### src/rtl/fbp_pkg.sv
package fbp_pkg;
  localparam logic [1:0] PM_SLEEP  = 2'd0;
  localparam logic [1:0] PM_STBY   = 2'd1;
  localparam logic [1:0] PM_RSVD   = 2'd2;
  localparam logic [1:0] PM_ACTIVE = 2'd3;

  typedef enum logic [1:0] {
    BK_ACTIVE = 2'd0,
    BK_LOW    = 2'd1,
    BK_WAKE   = 2'd2
  } bank_st_e;
endpackage

### src/rtl/fbp_cfg.sv
module fbp_cfg
  import fbp_pkg::*;
#(
  parameter int NUM_BANKS = 3,
  parameter int GRACE_W   = 8,
  parameter int GRACE_RST = 8
) (
  input  logic                   clk,
  input  logic                   rst_n,
  input  logic                   fb_wr_en,
  input  logic [2*NUM_BANKS-1:0] fb_wr_data,
  input  logic                   grace_wr_en,
  input  logic [GRACE_W-1:0]     grace_wr_data,
  output logic [2*NUM_BANKS-1:0] target_o,
  output logic [GRACE_W-1:0]     grace_eff_o
);
  localparam logic [GRACE_W-1:0] GRACE_MIN = GRACE_W'(2);

  logic [2*NUM_BANKS-1:0] fb_q;
  logic [GRACE_W-1:0]     grace_q;

  always_ff @(posedge clk) begin
    if (!rst_n) begin
      fb_q    <= '1;
      grace_q <= GRACE_W'(GRACE_RST);
    end else begin
      if (fb_wr_en)    fb_q    <= fb_wr_data;
      if (grace_wr_en) grace_q <= grace_wr_data;
    end
  end

  // shared grace value, clamped to a minimum of 2
  always_comb grace_eff_o = (grace_q < GRACE_MIN) ? GRACE_MIN : grace_q;

  // reserved code maps to active
  for (genvar i = 0; i < NUM_BANKS; i++) begin : g_map
    always_comb begin
      target_o[2*i +: 2] = (fb_q[2*i +: 2] == PM_RSVD) ? PM_ACTIVE : fb_q[2*i +: 2];
    end
  end
endmodule

### src/rtl/fbp_bank.sv
module fbp_bank
  import fbp_pkg::*;
#(
  parameter int GRACE_W        = 8,
  parameter int WAKE_SLEEP_CYC = 16,
  parameter int WAKE_STBY_CYC  = 4
) (
  input  logic               clk,
  input  logic               rst_n,
  input  logic [1:0]         target_i,
  input  logic [GRACE_W-1:0] grace_i,
  input  logic               acc_valid_i,
  output logic               acc_ready_o,
  output logic [1:0]         mode_o
);
  localparam int WMAX = (WAKE_SLEEP_CYC > WAKE_STBY_CYC) ? WAKE_SLEEP_CYC : WAKE_STBY_CYC;
  localparam int WW   = $clog2(WMAX + 1);
  localparam logic [WW-1:0] SLEEP_LD = WW'(WAKE_SLEEP_CYC - 1);
  localparam logic [WW-1:0] STBY_LD  = WW'(WAKE_STBY_CYC - 1);

  bank_st_e           st;
  logic [GRACE_W-1:0] gcnt;
  logic [WW-1:0]      wcnt;
  logic [1:0]         lo_mode;

  always_ff @(posedge clk) begin
    if (!rst_n) begin
      st      <= BK_ACTIVE;
      gcnt    <= '0;
      wcnt    <= '0;
      lo_mode <= PM_ACTIVE;
    end else begin
      unique case (st)
        BK_ACTIVE: begin
          if (acc_valid_i) begin
            gcnt <= grace_i;
          end else if (gcnt != '0) begin
            gcnt <= gcnt - 1'b1;
          end else if (target_i != PM_ACTIVE) begin
            st      <= BK_LOW;
            lo_mode <= target_i;
          end
        end
        BK_LOW: begin
          if (acc_valid_i) begin
            st   <= BK_WAKE;
            wcnt <= (lo_mode == PM_SLEEP) ? SLEEP_LD : STBY_LD;
          end
        end
        BK_WAKE: begin
          if (wcnt == '0) begin
            st   <= BK_ACTIVE;
            gcnt <= grace_i;
          end else begin
            wcnt <= wcnt - 1'b1;
          end
        end
        default: st <= BK_ACTIVE;
      endcase
    end
  end

  always_comb begin
    acc_ready_o = (st == BK_ACTIVE);
    mode_o      = (st == BK_ACTIVE) ? PM_ACTIVE : lo_mode;
  end


  grace_min_chk: assert property (@(posedge clk) disable iff (!rst_n)
    (acc_valid_i && acc_ready_o) |=> ##1 acc_ready_o);


  no_fall_on_access_chk: assert property (@(posedge clk) disable iff (!rst_n)
    $fell(acc_ready_o) |-> !$past(acc_valid_i));


  low_stalls_chk: assert property (@(posedge clk) disable iff (!rst_n)
    (st == BK_LOW) |=> !acc_ready_o);


  low_mode_hold_chk: assert property (@(posedge clk) disable iff (!rst_n)
    (st == BK_LOW && !acc_valid_i) |=> $stable(mode_o));


  no_rsvd_mode_chk: assert property (@(posedge clk) disable iff (!rst_n)
    mode_o != PM_RSVD);
endmodule

### src/rtl/flash_bank_pwr_ctrl.sv
module flash_bank_pwr_ctrl
  import fbp_pkg::*;
#(
  parameter int NUM_BANKS      = 3,
  parameter int GRACE_W        = 8,
  parameter int GRACE_RST      = 8,
  parameter int WAKE_SLEEP_CYC = 16,
  parameter int WAKE_STBY_CYC  = 4
) (
  input  logic                   clk,
  input  logic                   rst_n,
  input  logic                   fb_wr_en,
  input  logic [2*NUM_BANKS-1:0] fb_wr_data,
  input  logic                   grace_wr_en,
  input  logic [GRACE_W-1:0]     grace_wr_data,
  input  logic [NUM_BANKS-1:0]   acc_valid,
  output logic [NUM_BANKS-1:0]   acc_ready,
  output logic [2*NUM_BANKS-1:0] bank_mode
);
  logic [2*NUM_BANKS-1:0] target;
  logic [GRACE_W-1:0]     grace_eff;

  fbp_cfg #(
    .NUM_BANKS (NUM_BANKS),
    .GRACE_W   (GRACE_W),
    .GRACE_RST (GRACE_RST)
  ) u_cfg (
    .clk           (clk),
    .rst_n         (rst_n),
    .fb_wr_en      (fb_wr_en),
    .fb_wr_data    (fb_wr_data),
    .grace_wr_en   (grace_wr_en),
    .grace_wr_data (grace_wr_data),
    .target_o      (target),
    .grace_eff_o   (grace_eff)
  );

  for (genvar i = 0; i < NUM_BANKS; i++) begin : g_bank
    fbp_bank #(
      .GRACE_W        (GRACE_W),
      .WAKE_SLEEP_CYC (WAKE_SLEEP_CYC),
      .WAKE_STBY_CYC  (WAKE_STBY_CYC)
    ) u_bank (
      .clk         (clk),
      .rst_n       (rst_n),
      .target_i    (target[2*i +: 2]),
      .grace_i     (grace_eff),
      .acc_valid_i (acc_valid[i]),
      .acc_ready_o (acc_ready[i]),
      .mode_o      (bank_mode[2*i +: 2])
    );
  end
endmodule

### config.mk
export PLATFORM = sky130hd
export DESIGN_NAME = flash_bank_pwr_ctrl
export DESIGN_NICKNAME = d
export VERILOG_FILES = /design/src/rtl/fbp_pkg.sv /design/src/rtl/fbp_cfg.sv /design/src/rtl/fbp_bank.sv /design/src/rtl/flash_bank_pwr_ctrl.sv
export SDC_FILE = /design/constraint.sdc
export NUM_CORES = 1
export LEC_CHECK = 0
export BUFFER_PORTS_ARGS = -buffer_cell sky130_fd_sc_hd__buf_2
export CORE_MARGIN = 4
export CORE_UTILIZATION = 37
export DETAILED_ROUTE_END_ITERATION = 8
export GPL_ROUTABILITY_DRIVEN = 1
export PLACE_DENSITY = 0.65
export SYNTH_ARGS = -nofsm -noshare
export SYNTH_HDL_FRONTEND = slang
export SYNTH_SLANG_ARGS = --single-unit
### constraint.sdc
create_clock -name clk -period 2 [get_ports clk]
set_input_delay 0.1 -clock clk [delete_from_list [all_inputs] [get_ports clk]]
set_output_delay 0.1 -clock clk [all_outputs]
set_load 0.05 [all_outputs]
==> metrics.txt <==
Core Area=9370 um2; power per cell area=899 nW/um2; CTS tree=done; Min-Delay Path Class=in2reg; CP top delay family=compound AO/OA/AOI/OAI gates; top cell type's share of synthesized area=36.0%; gr usage total=17.0%; initial antenna violation count=0; CP required=2.21 ns; commonest cells after routing, fill and taps aside=dfxtp_1, buf_4, nand2_1, nor2_1, buf_2; Cell Chain, Critical Path=inv_1 > ha_1 > or4b_4 > a21o_1 > o311ai_0 > o31ai_1; die width=107 um; DRT antenna net count=0; top post-synthesis cells by area=dfxtp_1, mux2i_1, nand2_1; 1st-iter DRT viols=171; maximum vdd drop=0.000520 V; Max stage delay on crit path=0.49 ns; drt drc=0; dpl ws=-0.0654 ns; total congestion overflow=0; Final TNS setup=0 ns; die area=11400 um2; total power=4.04 mW; Die Y=107 um; Mapped Area=3610 um2; Finish-stage setup viols=0; Max Transition Viols Final=0; PortBufs=29; layout cells sized above 1=27.7%; non-filler cells, final=620; clock tree buffer depth=2; CP Class=reg2reg; most common cell after layout, fill and taps aside=dfxtp_1; Hold Violations, Final=0; Via Count=3392; placed cells=594; Synth Flop Type=dfxtp_1; FMAX=516 MHz; clock buffer count from CTS=9; status=finished, final reports clean; Worst-Skew Late Latency=0.34 ns; Area Overhead vs Synth=24.4%; # diodes=0; Final GP Congestion=0.847; average wire per standard cell=15.2 um; initial core utilization=38.5%; Max-slew headroom=52.2%; Setup crit end kind=register; Finished Cell Area=4490 um2; H-tree levels=3; DP Wirelength=6420 um; leakage dissipation=1.76 nW; RSZ-0062 raised after global routing=true; Clock transition at path regs=0.07 ns; num ports=30; first-pass GRT wire length=15900 um; CP Launch Type=register; largest area contributor in the netlist=dfxtp_1; #FFs+latches synth=65; clk root buf=clkbuf_8; Post-synth EDFFs=0; final clock skew=0.00794 ns; post-synthesis cell type count=58; synthesized area per cell=8.57 um2; Total Nets Final=516; Mapped Nets=451; register area share after synthesis=36.0%; worst slew pin tran=0.711 ns; Cells after Synth=421; Final Routed Wirelength=9450 um; max-cap check violation count=0; Min Clock Period, post-route=1.94 ns; CP Data Arrival Time=2.15 ns; pin count of the biggest net entering global routing=45; final worst slack=0.0607 ns; number of global-route vias before repair=3333; row count=35; CP max FO=4; Post-synth ARST share=0%; Initial DRT Pass Iterations=4; crit share post-route=97.0%; Via density=5.47; Critical path buffers and inverters=1; synth warn=0; Cell Area, Placed=4120 um2; clock tree sinks=65; Slowest-stage cell, CP=or4b_4
metrics by stage:
stage	utilization (%)	hold slack, ns
4_1_cts	47.0	0.000635
6_report	47.9	0.00663
3_5_place_dp	43.9	0.320
2_1_floorplan	-	0.228
5_1_grt	47.9	0.0145
3_3_place_gp	43.9	0.318
area by class of cell:
cell class                 count  area [um2]
clock buffer                  11         141
clock inverter                 5        31.3
fill                         930        4880
inverter                      20        75.1
multi-input combinational    308        2210
sequential                    65        1300
tap                          129         161
timing repair buffer          82         568
sequential cells by signal, indices dropped and copies added (netlist names):
register / cells
g_bank.u_bank.lo_mode: 6
g_bank.u_bank.st: 6
g_bank.u_bank.wcnt: 15
u_cfg.fb_q: 6
g_bank.u_bank.gcnt: 24
u_cfg.grace_q: 8
power breakdown:
part | leakage, nW | switching (mW) | total (mW) | internal, mW
clock network | 0.0891 | 0.516 | 0.995 | 0.479
logic | 1.14 | 0.759 | 1.48 | 0.720
registers | 0.532 | 0.122 | 1.56 | 1.44
total | 1.76 | 1.40 | 4.04 | 2.64
worst reg2reg max path, delay by kind of cell (launching register included):
family / cells / cell delay [ns]
compound gates: 3 / 0.74
flops: 1 / 0.34
fa+ha+maj: 1 / 0.17
simple gates: 1 / 0.49
buf+inv: 1 / 0.07
cell usage after synthesis (4+ instances only):
| cell | instances |
|---|---|
| a311oi_1 | 5 |
| or3b_2 | 4 |
| o311ai_0 | 6 |
| a211oi_1 | 12 |
| o32ai_1 | 8 |
| o32ai_2 | 5 |
| nand4_1 | 4 |
| o31ai_1 | 9 |
| or2_2 | 4 |
| nand2b_1 | 11 |
| clkbuf_1 | 21 |
| nor2_1 | 29 |
| a21oi_1 | 25 |
| nor4b_1 | 4 |
| ha_1 | 9 |
| dfxtp_1 | 65 |
| nor3_1 | 20 |
| inv_1 | 19 |
| mux2i_1 | 20 |
| o21ai_0 | 20 |
| or4_1 | 4 |
| or3_1 | 6 |
| nor4_1 | 10 |
| nand3b_1 | 4 |
| nand2_1 | 34 |
logic make-up after synthesis:
group	count (synthesis)	share of synthesized area [%]
AO/OA/AOI/OAI	118	24.0
multiplexers	23	6.48
flip-flops	65	36.0
adder cells (fa/ha/maj)	9	3.12
buffers and inverters	48	5.51
AND/OR/NAND/NOR	158	24.8
timing repair:
| item | CTS | global route |
|---|---|---|
| setup buffers | 0 | 0 |
| gates resized for setup | 5 | 22 |
| gates cloned | 0 | 0 |
| hold endpoints to repair | 10 | 0 |
| pin swaps | 0 | 3 |
| hold buffers | 10 | 0 |
| setup endpoints to repair | 17 | 27 |
routing by layer:
metal	vias to the layer above	share of wire, %	global-route usage, %
li1	1717	-	-
met1	1600	48	21.9
met2	63	47	28.4
met3	12	3.2	2.65
met4	0	1.6	6.85
met5	-	0	0
worst paths after layout:
| check | slack [ns] | startpoint | cells past startpoint | endpoint |
|---|---|---|---|---|
| worst max-delay path | 0.06 | g_bank[2].u_bank.wcnt[0]$_SDFFE_PN0P_ | 6 | g_bank[2].u_bank.gcnt[2]$_SDFFE_PN0P_ |
| worst min register to register | 0.46 | g_bank[2].u_bank.wcnt[4]$_SDFFE_PN0P_ | 2 | g_bank[2].u_bank.wcnt[4]$_SDFFE_PN0P_ |
| worst min-delay path | 0.007 | grace_wr_data[7] | 3 | u_cfg.grace_q[7]$_SDFFE_PN0P_ |
| worst max register to register | 0.06 | g_bank[2].u_bank.wcnt[0]$_SDFFE_PN0P_ | 6 | g_bank[2].u_bank.gcnt[2]$_SDFFE_PN0P_ |
No activity file was read; power rests on OpenSTA's default activity.
